**src/rtl/pil_pkg.sv**
```systemverilog
package pil_pkg;
   typedef enum logic [1:0] {
      CLS_NOP   = 2'b00,
      CLS_ALU   = 2'b01,
      CLS_LOAD  = 2'b10,
      CLS_STORE = 2'b11
   } cls_e;

   // stage indices behind decode
   localparam int STG_EX  = 0;
   localparam int STG_MEM = 1;
   localparam int STG_WB  = 2;
   localparam int N_OLDER = 3;
endpackage

```
**src/rtl/pil_srcuse.sv**
```systemverilog
module pil_srcuse
   import pil_pkg::*;
(
   input  logic [1:0] cls,
   output logic       use_rs,
   output logic       use_rt,
   output logic       wen
);
   cls_e c;
   assign c = cls_e'(cls);

   // operand usage per class
   always_comb begin
      use_rs = 1'b0;
      use_rt = 1'b0;
      wen    = 1'b0;
      case (c)
         CLS_ALU: begin
            use_rs = 1'b1;
            use_rt = 1'b1;
            wen    = 1'b1;
         end
         CLS_LOAD: begin
            use_rs = 1'b1;
            wen    = 1'b1;
         end
         CLS_STORE: begin
            use_rs = 1'b1;
            use_rt = 1'b1;
         end
         default: ;
      endcase
   end
endmodule

```
**src/rtl/pil_cmp.sv**
```systemverilog
module pil_cmp #(
   parameter int REG_W     = 5,
   parameter bit ZERO_HARD = 1'b1
) (
   input  logic [REG_W-1:0] src_a,
   input  logic [REG_W-1:0] src_b,
   input  logic             use_a,
   input  logic             use_b,
   input  logic             old_vld,
   input  logic             old_wen,
   input  logic [REG_W-1:0] old_dst,
   output logic             hit
);
   logic dst_live;
   logic match_a;
   logic match_b;

   // register 0 excluded only when it is hard-wired
   generate
      if (ZERO_HARD) begin : g_zero_hard
         assign dst_live = old_vld && old_wen && (old_dst != '0);
      end else begin : g_zero_soft
         assign dst_live = old_vld && old_wen;
      end
   endgenerate

   assign match_a = use_a && (src_a == old_dst);
   assign match_b = use_b && (src_b == old_dst);
   assign hit     = dst_live && (match_a || match_b);
endmodule

```
**src/rtl/pil_stages.sv**
```systemverilog
module pil_stages
   import pil_pkg::*;
#(
   parameter int REG_W = 5
) (
   input  logic                            clk,
   input  logic                            rst_n,
   input  logic                            stall,
   input  logic                            f_vld,
   input  logic [1:0]                      f_cls,
   input  logic [REG_W-1:0]                f_rs,
   input  logic [REG_W-1:0]                f_rt,
   input  logic [REG_W-1:0]                f_rd,
   input  logic                            dec_wen,
   output logic                            id_vld,
   output logic [1:0]                      id_cls,
   output logic [REG_W-1:0]                id_rs,
   output logic [REG_W-1:0]                id_rt,
   output logic [REG_W-1:0]                id_rd,
   output logic [N_OLDER-1:0]              old_vld,
   output logic [N_OLDER-1:0]              old_wen,
   output logic [N_OLDER-1:0][REG_W-1:0]   old_dst
);
   typedef struct packed {
      logic             vld;
      logic [1:0]       cls;
      logic [REG_W-1:0] rs;
      logic [REG_W-1:0] rt;
      logic [REG_W-1:0] rd;
   } dec_t;

   typedef struct packed {
      logic             vld;
      logic             wen;
      logic [REG_W-1:0] dst;
   } ctl_t;

   dec_t ifid_q;
   ctl_t stg_q [N_OLDER];
   ctl_t idex_d;

   // bubble in place of the decode instruction on a stall
   assign idex_d = stall ? '0 : '{vld: ifid_q.vld, wen: dec_wen & ifid_q.vld, dst: ifid_q.rd};

   always_ff @(posedge clk or negedge rst_n) begin
      if (!rst_n) begin
         ifid_q <= '0;
      end else if (!stall) begin
         ifid_q <= '{vld: f_vld, cls: f_cls, rs: f_rs, rt: f_rt, rd: f_rd};
      end
   end

   generate
      for (genvar s = 0; s < N_OLDER; s++) begin : g_stage
         always_ff @(posedge clk or negedge rst_n) begin
            if (!rst_n) begin
               stg_q[s] <= '0;
            end else begin
               stg_q[s] <= (s == 0) ? idex_d : stg_q[(s == 0) ? 0 : s-1];
            end
         end
         assign old_vld[s] = stg_q[s].vld;
         assign old_wen[s] = stg_q[s].wen;
         assign old_dst[s] = stg_q[s].dst;
      end
   endgenerate

   assign id_vld = ifid_q.vld;
   assign id_cls = ifid_q.cls;
   assign id_rs  = ifid_q.rs;
   assign id_rt  = ifid_q.rt;
   assign id_rd  = ifid_q.rd;

   assert_hold_R6: assert property (@(posedge clk) disable iff (!rst_n)
      stall |=> $stable(ifid_q))
      else $error("decode register changed during stall");

   assert_bubble_R7: assert property (@(posedge clk) disable iff (!rst_n)
      stall |=> !stg_q[STG_EX].vld)
      else $error("no bubble after stall");

   assert_advance_R1: assert property (@(posedge clk) disable iff (!rst_n)
      stg_q[STG_MEM].vld |=> stg_q[STG_WB].vld)
      else $error("memory stage did not advance");
endmodule

```
**src/rtl/pil_interlock.sv**
```systemverilog
module pil_interlock
   import pil_pkg::*;
#(
   parameter int REG_W      = 5,
   parameter bit SPLIT_RF   = 1'b1,
   parameter bit ZERO_HARD  = 1'b1
) (
   input  logic             clk,
   input  logic             rst_n,
   input  logic             fetch_valid,
   input  logic [1:0]       fetch_cls,
   input  logic [REG_W-1:0] fetch_rs,
   input  logic [REG_W-1:0] fetch_rt,
   input  logic [REG_W-1:0] fetch_rd,
   output logic             pc_we,
   output logic             ifid_hold,
   output logic             idex_bubble,
   output logic             wb_valid,
   output logic             wb_wen,
   output logic [REG_W-1:0] wb_rd
);
   // with a split-cycle register file write-back needs no compare
   localparam int N_CMP     = SPLIT_RF ? 2 : 3;
   localparam int MAX_STALL = N_CMP;
   localparam int RUN_W     = $clog2(MAX_STALL + 2);

   initial begin
      assert (REG_W >= 1 && REG_W <= 8) else $error("REG_W out of range");
      assert (N_CMP <= N_OLDER) else $error("compare count exceeds stages");
   end

   logic                          stall;
   logic                          id_vld;
   logic [1:0]                    id_cls;
   logic [REG_W-1:0]              id_rs, id_rt, id_rd;
   logic [N_OLDER-1:0]            old_vld, old_wen;
   logic [N_OLDER-1:0][REG_W-1:0] old_dst;
   logic                          use_rs, use_rt, dec_wen;
   logic [N_CMP-1:0]              hit;

   pil_stages #(.REG_W(REG_W)) stages_i (
      .clk     (clk),
      .rst_n   (rst_n),
      .stall   (stall),
      .f_vld   (fetch_valid),
      .f_cls   (fetch_cls),
      .f_rs    (fetch_rs),
      .f_rt    (fetch_rt),
      .f_rd    (fetch_rd),
      .dec_wen (dec_wen),
      .id_vld  (id_vld),
      .id_cls  (id_cls),
      .id_rs   (id_rs),
      .id_rt   (id_rt),
      .id_rd   (id_rd),
      .old_vld (old_vld),
      .old_wen (old_wen),
      .old_dst (old_dst)
   );

   pil_srcuse use_i (
      .cls    (id_cls),
      .use_rs (use_rs),
      .use_rt (use_rt),
      .wen    (dec_wen)
   );

   // one comparator per older stage that can still be producing
   generate
      for (genvar g = 0; g < N_CMP; g++) begin : g_cmp
         pil_cmp #(.REG_W(REG_W), .ZERO_HARD(ZERO_HARD)) cmp_i (
            .src_a   (id_rs),
            .src_b   (id_rt),
            .use_a   (use_rs),
            .use_b   (use_rt),
            .old_vld (old_vld[g]),
            .old_wen (old_wen[g]),
            .old_dst (old_dst[g]),
            .hit     (hit[g])
         );
      end
   endgenerate

   assign stall       = id_vld && (|hit);
   assign pc_we       = !stall;
   assign ifid_hold   = stall;
   assign idex_bubble = stall;

   assign wb_valid = old_vld[STG_WB];
   assign wb_wen   = old_wen[STG_WB];
   assign wb_rd    = old_dst[STG_WB];

   // length of the current stall run, for the checker
   logic [RUN_W-1:0] stall_run;
   always_ff @(posedge clk or negedge rst_n) begin
      if (!rst_n)     stall_run <= '0;
      else if (stall) stall_run <= stall_run + 1'b1;
      else            stall_run <= '0;
   end

   assert_stall_len_R7: assert property (@(posedge clk) disable iff (!rst_n)
      stall_run <= RUN_W'(MAX_STALL))
      else $error("stall run too long");

   assert_idle_R8: assert property (@(posedge clk) disable iff (!rst_n)
      !id_vld |-> pc_we)
      else $error("stall with empty decode");
endmodule

```
**config.mk**
```make
export PLATFORM = sky130hd
export DESIGN_NAME = pil_interlock
export DESIGN_NICKNAME = d
export VERILOG_FILES = /design/src/rtl/pil_pkg.sv /design/src/rtl/pil_srcuse.sv /design/src/rtl/pil_cmp.sv /design/src/rtl/pil_stages.sv /design/src/rtl/pil_interlock.sv
export SDC_FILE = /design/constraint.sdc
export NUM_CORES = 1
export LEC_CHECK = 0
export ABC_AREA = 1
export BUFFER_PORTS_ARGS = -buffer_cell sky130_fd_sc_hd__buf_2
export CAP_MARGIN = 20
export CORE_ASPECT_RATIO = 0.7
export CORE_MARGIN = 3
export CORE_UTILIZATION = 59
export DETAILED_ROUTE_END_ITERATION = 16
export PLACE_DENSITY_LB_ADDON = 0.3
export SETUP_SLACK_MARGIN = 0.1
export SYNTH_ARGS = -nofsm -noshare
export SYNTH_HDL_FRONTEND = slang
export SYNTH_HIERARCHICAL = 1
export SYNTH_SLANG_ARGS = --single-unit
```
**constraint.sdc**
```tcl
create_clock -name clk -period 3.4 [get_ports clk]
set_input_delay 0 -clock clk [delete_from_list [all_inputs] [get_ports clk]]
set_output_delay 0 -clock clk [all_outputs]
set_load 0.01 [all_outputs]
```
==> Yosys cells after proc, flatten, opt, wreduce, memory -nomap -nowiden <==
Cells that the tools add are included.
{ "word_totals": {"register_bits": 39, "output_inout_bits": 10, "elab_cells": 46} }
{ "classes": {"n_eq_ne": 7, "n_mux": 4, "bitwise": 1, "n_reduce_logical": 20} }
{ "ops": {"columns": ["cell", "n"], "rows": [
  ["equality test 5 bit", 4],
  ["logical AND 1 bit", 11],
  ["nonzero test 5 bit", 2],
  ["2-to-1 mux 7 bit", 1],
  ["OR reduction 2 bit", 3],
  ["equality test 2 bit, second input constant", 2],
  ["2-to-1 mux 1 bit", 3],
  ["OR reduction 3 bit", 1],
  ["equality test 2 x 1 -> 1 bit, second input constant", 1],
  ["logical OR 1 bit", 2],
  ["AND 1 bit", 1],
  ["logical NOT 1 bit", 1]
]} }

==> Longest topological paths before layout <==
Gate-level depths: netlist of run 1.
{ "depth": {"ltp_word": 9, "mapped_depth": 15} }

==> Modules after synthesis <==
The synthesis of run 1 kept the hierarchy.
{ "by_module_without_submodules": {"columns": ["mod", "n_inst", "cells_per_inst", "area_each_um2", "seq_area_each_um2"], "rows": [
  ["pil_stages", 1, 112, 1300.0, 975.9],
  ["pil_cmp", 2, 55, 217.7, 0.0],
  ["pil_srcuse", 1, 9, 60.1, 0.0],
  ["pil_interlock", 1, 5, 23.8, 0.0]
]} }

==> Least setup slack after synthesis of run 1 <==
Ideal clock, no wire load.
{ "synth_timing": {"path_type": "flip-flop to flip-flop", "start": "register stages_i.ifid_q, in the netlist stages_i/id_cls[0]", "end": "register stages_i.ifid_q, in the netlist stages_i/id_rs[0]", "setup_time_ps": 116, "arrival_ps": 1788, "t_required_ps": 3284, "path_slack_ps": 1496, "path_stages_with_launch": 15, "n_path_buf": 2, "synth_period_minus_slack_ps": 1904, "path_cell_list": "dfrtp_1 -> inv_1 -> ha_1 -> inv_1 -> nand2_1 -> nor2_1 -> nand3_1 -> a21oi_1 -> nor2_1 -> nor2_1 -> buf_6 -> inv_8 -> buf_8 -> nand2_1 -> nand2_1"} }
{ "synth_via": {"elab_chain_cells": 8, "word_cells_on_any_way": 17, "classes_between": "eq/ne: 3; mux: 2; reduce/logical: 12"} }
{ "synth_rtl": {"columns": ["element", "line_no", "source"], "rows": [
  ["start: declaration", "pil_stages.sv:38", "dec_t ifid_q;"],
  ["start signal: assignment", "pil_stages.sv:49", "ifid_q <= '{vld: f_vld, cls: f_cls, rs: f_rs, rt: f_rt, rd: f_rd};"],
  ["equality test 2 bit or equality test 2 x 1 -> 1 bit (tied branches)", "pil_srcuse.sv:17", "case (c)"],
  ["OR reduction 3 bit (no source line) (*)", null, null],
  ["2-to-1 mux 1 bit (*)", "pil_srcuse.sv:17", null],
  ["via use_rs", "pil_interlock.sv:38", "logic use_rs, use_rt, dec_wen;"],
  ["logical AND 1 bit (*)", "pil_cmp.sv:27", "assign match_a = use_a && (src_a == old_dst);"],
  ["logical OR 1 bit (*)", "pil_cmp.sv:29", "assign hit = dst_live && (match_a || match_b);"],
  ["logical AND 1 bit (*)", "pil_cmp.sv:29", null],
  ["via hit[1]", "pil_interlock.sv:39", "logic [N_CMP-1:0] hit;"],
  ["OR reduction 2 bit (*)", "pil_interlock.sv:84", "assign stall = id_vld && (|hit);"],
  ["logical AND 1 bit (*)", "pil_interlock.sv:84", null],
  ["via idex_bubble", "pil_interlock.sv:17", "output logic idex_bubble,"]
]} }
Mark *: on every way through the listed nets, which the timed path passes. The rest lies on a longest branch.
A chain may end at the register's enable or synchronous reset.

==> Worst setup path after layout of run 1 <==
{ "layout_timing": {"start": "register stages_i.ifid_q, in the netlist stages_i/id_cls[0]", "end": "output idex_bubble"} }
{ "layout_via": {"elab_chain_cells": 8, "word_cells_on_any_way": 17, "classes_between": "eq/ne: 3; mux: 2; reduce/logical: 12"} }
{ "layout_rtl": {"columns": ["element", "line_no"], "rows": [
  ["equality test 2 bit or equality test 2 x 1 -> 1 bit (tied branches)", "pil_srcuse.sv:17"],
  ["OR reduction 3 bit (no source line) (*)", null],
  ["2-to-1 mux 1 bit (*)", "pil_srcuse.sv:17"],
  ["via use_rs", "pil_interlock.sv:38"],
  ["logical AND 1 bit (*)", "pil_cmp.sv:27"],
  ["logical OR 1 bit (*)", "pil_cmp.sv:29"],
  ["logical AND 1 bit (*)", "pil_cmp.sv:29"],
  ["via hit[1]", "pil_interlock.sv:39"],
  ["OR reduction 2 bit (*)", "pil_interlock.sv:84"],
  ["logical AND 1 bit (*)", "pil_interlock.sv:84"],
  ["end: declaration", "pil_interlock.sv:17"]
]} }
Marks and branches as above.

==> results.json, run 1 <==
{
  "ys_top_cells_by_area": "dfrtp_1, nand2_1, inv_1",
  "ir_drop_mv": 0.2733,
  "cp_data_required_time_ps": 3400,
  "fp-row-count": 16,
  "cts_buffers": 5,
  "p_leak_nw": 1.308,
  "dpl.hpwl_um": 2370,
  "num-nets-final": 310,
  "crit_chain": "inv_1 -> ha_1 -> inv_1 -> nand2_1 -> nor2_1 -> nand3_1 -> a21oi_1 -> nor2_1 -> nor2_2 -> buf_4 -> buf_2",
  "cts_resized": 0,
  "post-route-period-util_pct": 63.06,
  "tightest_slew_ps": 819.1,
  "via_per_inst": 4.685,
  "ys_seq_elements": 39,
  "cts_buffer_depth": 2,
  "dpl-instance-area_mm2": 0.001967,
  "synth_edf_count": 0,
  "drive_gt1_share_pct": 18.06,
  "drv_slew": 0,
  "vias": 1518,
  "cts_setup_buffers": 0,
  "yosysMostFrequentCell": "nand2_1",
  "critPathCaptureType": "output port",
  "antenna_found_initial": 0,
  "synthArstFlopShare_pct": 100.0,
  "dr.pass1.iters": 4,
  "finalHoldViolations": 0,
  "ys_types": 15,
  "fp.coreArea_mm2": 0.002863,
  "synth_top_area_share_pct": 53.65,
  "grt_pass1_wl_um": 6051,
  "fmax_mhz": 466.4,
  "cts_sinks": 39,
  "fillCellCount": 216,
  "ys_seq_area_share_pct": 53.65,
  "cp_max_fo": 28,
  "cpLargestDelayFamily": "buffers and inverters",
  "synth_nets": 259,
  "ant_nets": 0,
  "wl_um": 3570,
  "synth_area_leader_cell": "dfrtp_1",
  "drcViolationCount": 0,
  "worstPathArrival_ps": 2140,
  "final.setup.tns_ps": 0,
  "die-width_um": 72.37,
  "netlist_area_mm2": 0.001819,
  "power_density_mw_per_mm2": 427.9,
  "maxCapViolations": 0,
  "area_growth_pct": 24.07,
  "clockRootBuffer": "clkbuf_8",
  "grt_pass1_vias": 1401,
  "path_buf_inv": 4,
  "portBuffers": 29,
  "cp_slowest_cell": "dfrtp_1",
  "start_util_pct": 63.55,
  "rsz0062_at_grt": "false",
  "grt-ovfl-total": 0,
  "syn_inst": 236,
  "io_pins": 30,
  "die_area_mm2": 0.003797,
  "yosys_warnings": 6,
  "cts_tree": "built",
  "yosys-top-cells-count": "nand2_1, dfrtp_1, inv_1",
  "worstSetupStartpointType": "register",
  "synth_flop_cell": "dfrtp_1",
  "h-tree-depth": 2,
  "clock_skew_ps": 2.307,
  "path_class": "reg -> out",
  "hp-class": "in -> async",
  "design_area_mm2": 0.002257,
  "wl_per_cell_um": 11.02,
  "fin_crit_ps": 2144,
  "grt_start_max_net_pins": 40,
  "clock_latency_ps": 290,
  "slew_headroom_pct": 45.39,
  "postCtsHoldBufs": 19,
  "initialDrtViolationCount": 104,
  "grt.total_usage_pct": 21.67,
  "finalSetupViolations": 0,
  "synth.avg_cell_area_um2": 7.709,
  "slowest_delay_ps": 400,
  "fin_util_pct": 78.85,
  "status": "completed",
  "place.gp.congestion": 0.9674,
  "diodes": 0,
  "die_y_um": 52.46,
  "clk_pin_slew_ps": 70
}
power breakdown:
group          switching [W]  internal, W  leakage (nW)
sequential         0.0000276     0.000493         0.459
clock               0.000148     0.000185        0.0515
combinational      0.0000603    0.0000525         0.797
total               0.000236     0.000730          1.31
final cells by class:
type	count	area, um2	share of cell area [%]
Multi-Input combinational cell	151	631.9	27.99
Clock buffer	8	100.1	4.435
Timing Repair Buffer	49	342.8	15.19
Sequential cell	39	975.9	43.24
Inverter	41	161.4	7.151
Tap cell	36	45.04	1.996
logic make-up (layout without fill, tap and decap cells):
family	Yosys count	after routing	share of synthesized area, %
compound gates	5	5	1.375
fa+ha+maj	3	3	2.063
buf+inv	46	98	11.76
flops	39	39	53.65
simple gates	143	143	31.16
state kept, by name (all words and copies together), names as in the netlist:
signal,flops
stages_i/old_dst,15
stages_i/id_rd,5
stages_i/id_rs,5
stages_i/id_rt,5
stages_i/old_vld,3
stages_i/old_wen,3
stages_i/id_cls,2
stages_i/id_vld,1
layer usage:
layer | vias to the layer above | part of all wire, % | track usage [%]
li1 | 785 | - | -
met1 | 673 | 47 | 28.84
met2 | 51 | 44 | 32.02
met3 | 9 | 7.3 | 7.854
met4 | 0 | 1.9 | 9.202
met5 | - | 0 | 0
worst paths after layout:
kind	cells after the start	to	from	slack [ps]
min in group clk	0	stages_i/old_wen[2]	stages_i/old_wen[1]	380
worst min-delay path	2	stages_i/old_dst[13]	rst_n	340
worst max-delay path	11	idex_bubble	stages_i/id_cls[0]	1260
worst min register to register	0	stages_i/old_wen[2]	stages_i/old_wen[1]	380
max in group asynchronous	2	stages_i/id_rt[1]	rst_n	2540
worst max register to register	13	stages_i/id_rs[1]	stages_i/id_cls[0]	1370
layout by cell type (no fill, tap or decap):
master	n
nor2_2	1
nand2_2	7
inv_1	34
inv_8	1
clkbuf_8	7
dfrtp_1	39
nand3_1	8
nand2_1	103
ha_1	3
o21ai_1	1
buf_4	1
dlygate4sd3_1	19
inv_2	6
nor2_1	22
clkbuf_1	1
a21oi_1	4
buf_2	29
nor3_1	2
worst reg2reg max path, cell delays in order, from the launching register on:
cell	delay (ps)
dfrtp_1	400
inv_1	60
ha_1	190
inv_1	100
nand2_1	60
nor2_1	110
nand3_1	90
a21oi_1	210
nor2_1	80
nor2_2	80
buf_4	280
inv_8	110
nand2_1	100
nand2_1	50
metrics by stage:
step                      setup slack (ps)  power [W]  instances  hold WS (ps)
after floorplan                       1496  0.0005816        236        -295.6
after global placement                1462  0.0006205        297         143.5
after detailed placement              1424  0.0006239        297         139.9
after CTS                             1276  0.0009708        324         364.4
after global routing                  1089   0.001018        324         397.9
final                                 1256  0.0009659        324         335.8
No activity file was read; power rests on OpenSTA's default activity.
==> inputs of run 2 (changes only) <==
Settings changed: CORE_UTILIZATION 59 to 55.
Clock period 3.4 ns to 1.99 ns, I/O delays scaled along.
==> run 2 against run 1 <==
  * Register-to-register slack worse by 1300 ps
  * Die area rose by 6.5%
  * Design area up 6.8%
  * Combinational power rose by 86%
  * Global-route usage grew 1.3 points
  * Critical path type unchanged
  * Largest power group unchanged
  * Highest routed layer unchanged
==> results.json, run 2 (synthesized netlist as in run 1, its figures left out) <==
{
  "io_pins": 30,
  "cp_data_required_time_ps": 1990,
  "r2r_setup_slack_ps": 70,
  "dpl.hpwl_um": 2537,
  "drcViolationCount": 0,
  "grt_pass1_vias": 1508,
  "die-width_um": 74.74,
  "worstPathArrival_ps": 1930,
  "fmax_mhz": 519.4,
  "fin_util_pct": 81.33,
  "cts_sinks": 39,
  "r2r-start": "stages_i/id_cls[0]",
  "antenna_found_initial": 0,
  "grt.total_usage_pct": 22.93,
  "ff_latch_area_um2": 977.2,
  "die_y_um": 54.12,
  "clock_latency_ps": 280,
  "status": "completed",
  "clock_skew_ps": 5.086,
  "ant_nets": 0,
  "h-tree-depth": 2,
  "fin_crit_ps": 1925,
  "start_util_pct": 61.40,
  "place.gp.congestion": 0.9311,
  "p_sw_share_pct": 24.94,
  "finalSetupViolations": 0,
  "drive_gt1_share_pct": 23.83,
  "final_cell_mix": "nand2_1, dfrtp_1, inv_1, buf_2, nor2_1",
  "place_ws_ps": 66.47,
  "dr.pass1.iters": 4,
  "diodes": 0,
  "area_growth_pct": 32.46,
  "p_leak_nw": 1.367,
  "worstRegToRegCells": 14,
  "finalHoldViolations": 0,
  "multi_input_area_um2": 656.9,
  "final.setup.tns_ps": 0,
  "largest_reg_flops": 15,
  "netSwitchingPower_w": 0.0003903,
  "drv_slew": 0,
  "via_per_inst": 4.862,
  "worstSetupStartpointType": "register",
  "critPathCaptureType": "output port",
  "path_class": "reg -> out",
  "power_w": 0.001565,
  "cp_max_fo": 4,
  "fillCellCount": 170,
  "grt_start_max_net_pins": 40,
  "grt_pass1_wl_um": 6796,
  "slew_headroom_pct": 44.33,
  "grt-ovfl-total": 0,
  "die_area_mm2": 0.004045,
  "fp-row-count": 16,
  "cp-startpoint": "stages_i/id_cls[0]",
  "power_density_mw_per_mm2": 649.3,
  "worst_slack_ps": 64.83,
  "power_frac_comb_pct": 13.4,
  "wl_um": 4282,
  "fin_hold_ws_ps": 365.6,
  "clockRootBuffer": "clkbuf_8",
  "tightest_slew_ps": 835.1,
  "portBuffers": 29,
  "fp.coreArea_mm2": 0.002963,
  "clk_pin_slew_ps": 70,
  "hp-class": "in -> async",
  "post-route-period-util_pct": 96.74,
  "clkPwrFrac_pct": 29.4,
  "p_seq_share_pct": 57.1,
  "initialDrtViolationCount": 178,
  "final_common_cell": "nand2_1",
  "rr_endpoint": "stages_i/id_cls[0]",
  "maxCapViolations": 0,
  "ir_drop_mv": 0.4029,
  "p_int_w": 0.001174,
  "cts_tree": "built",
  "cts_buffer_depth": 2,
  "wl_per_cell_um": 12.82,
  "num-nets-final": 322,
  "cts_buffers": 5,
  "rsz0062_at_grt": "true",
  "vias": 1624
}
run 2: changes by cell type in the layout (fill, tap and decap cells not counted), moves of 3 or more:
| cell | previous run | this run |
|---|---|---|
| buf_6 | 0 | 3 |
| buf_4 | 1 | 8 |
| inv_2 | 6 | 9 |
| inv_1 | 34 | 31 |
run 2: stage by stage:
step | instance area [um2] | std cells
3_5_place_dp | 1987 | 298
3_3_place_gp | 1987 | 298
4_1_cts | 2366 | 331
2_1_floorplan | 1822 | 236
6_report | 2410 | 334
5_1_grt | 2410 | 334
run 2: routing by layer:
layer | track usage (%) | share of wire, %
met4 | 5.325 | 1.4
met5 | 0 | 0
met3 | 5.970 | 8.4
met1 | 30.42 | 42
met2 | 37.90 | 48
run 2: what timing repair did:
item | CTS | global route
pin swaps | 11 | 9
hold buffers | 19 | 0
gates resized for setup | 13 | 6
setup buffers | 7 | 3
endpoints found under the setup margin | 20 | 27
endpoints found under the hold margin | 57 | 0
cloned | 1 | 0
run 2: power groups by stage:
stage          Combinational (W)  Clock [W]  Sequential [W]
6_report                0.000210   0.000461        0.000894
5_1_grt                 0.000239   0.000524        0.000899
4_1_cts                 0.000201   0.000476        0.000890
3_5_place_dp            0.000164          0        0.000904
3_3_place_gp            0.000160          0        0.000902
2_1_floorplan          0.0000982          0        0.000896
run 2: worst max-delay path by stage:
stage,cells after the start,to
floorplan,14,stages_i/id_rs[0]
global placement,13,stages_i/id_cls[1]
detailed placement,13,stages_i/id_vld
CTS,15,stages_i/id_rt[2]
global route,14,stages_i/id_cls[0]
finish,12,ifid_hold
run 2: layout make-up:
class / count / share of cell area (%)
Timing Repair Buffer: 61 / 20.61
Multi-Input combinational cell: 151 / 27.26
Clock buffer: 6 / 3.011
Tap cell: 36 / 1.869
Sequential cell: 39 / 40.55
Inverter: 41 / 6.698
run 2: critical path, stage by stage, from the launching register on:
cell     delay (ps)
dfrtp_2         420
ha_1            170
inv_1            50
nand2_2          70
nand2_1          50
nor2_1          110
nand3_1          90
a21oi_2         180
nor2_1           70
nor2_2          110
buf_4           130
buf_6           100
buf_6           100
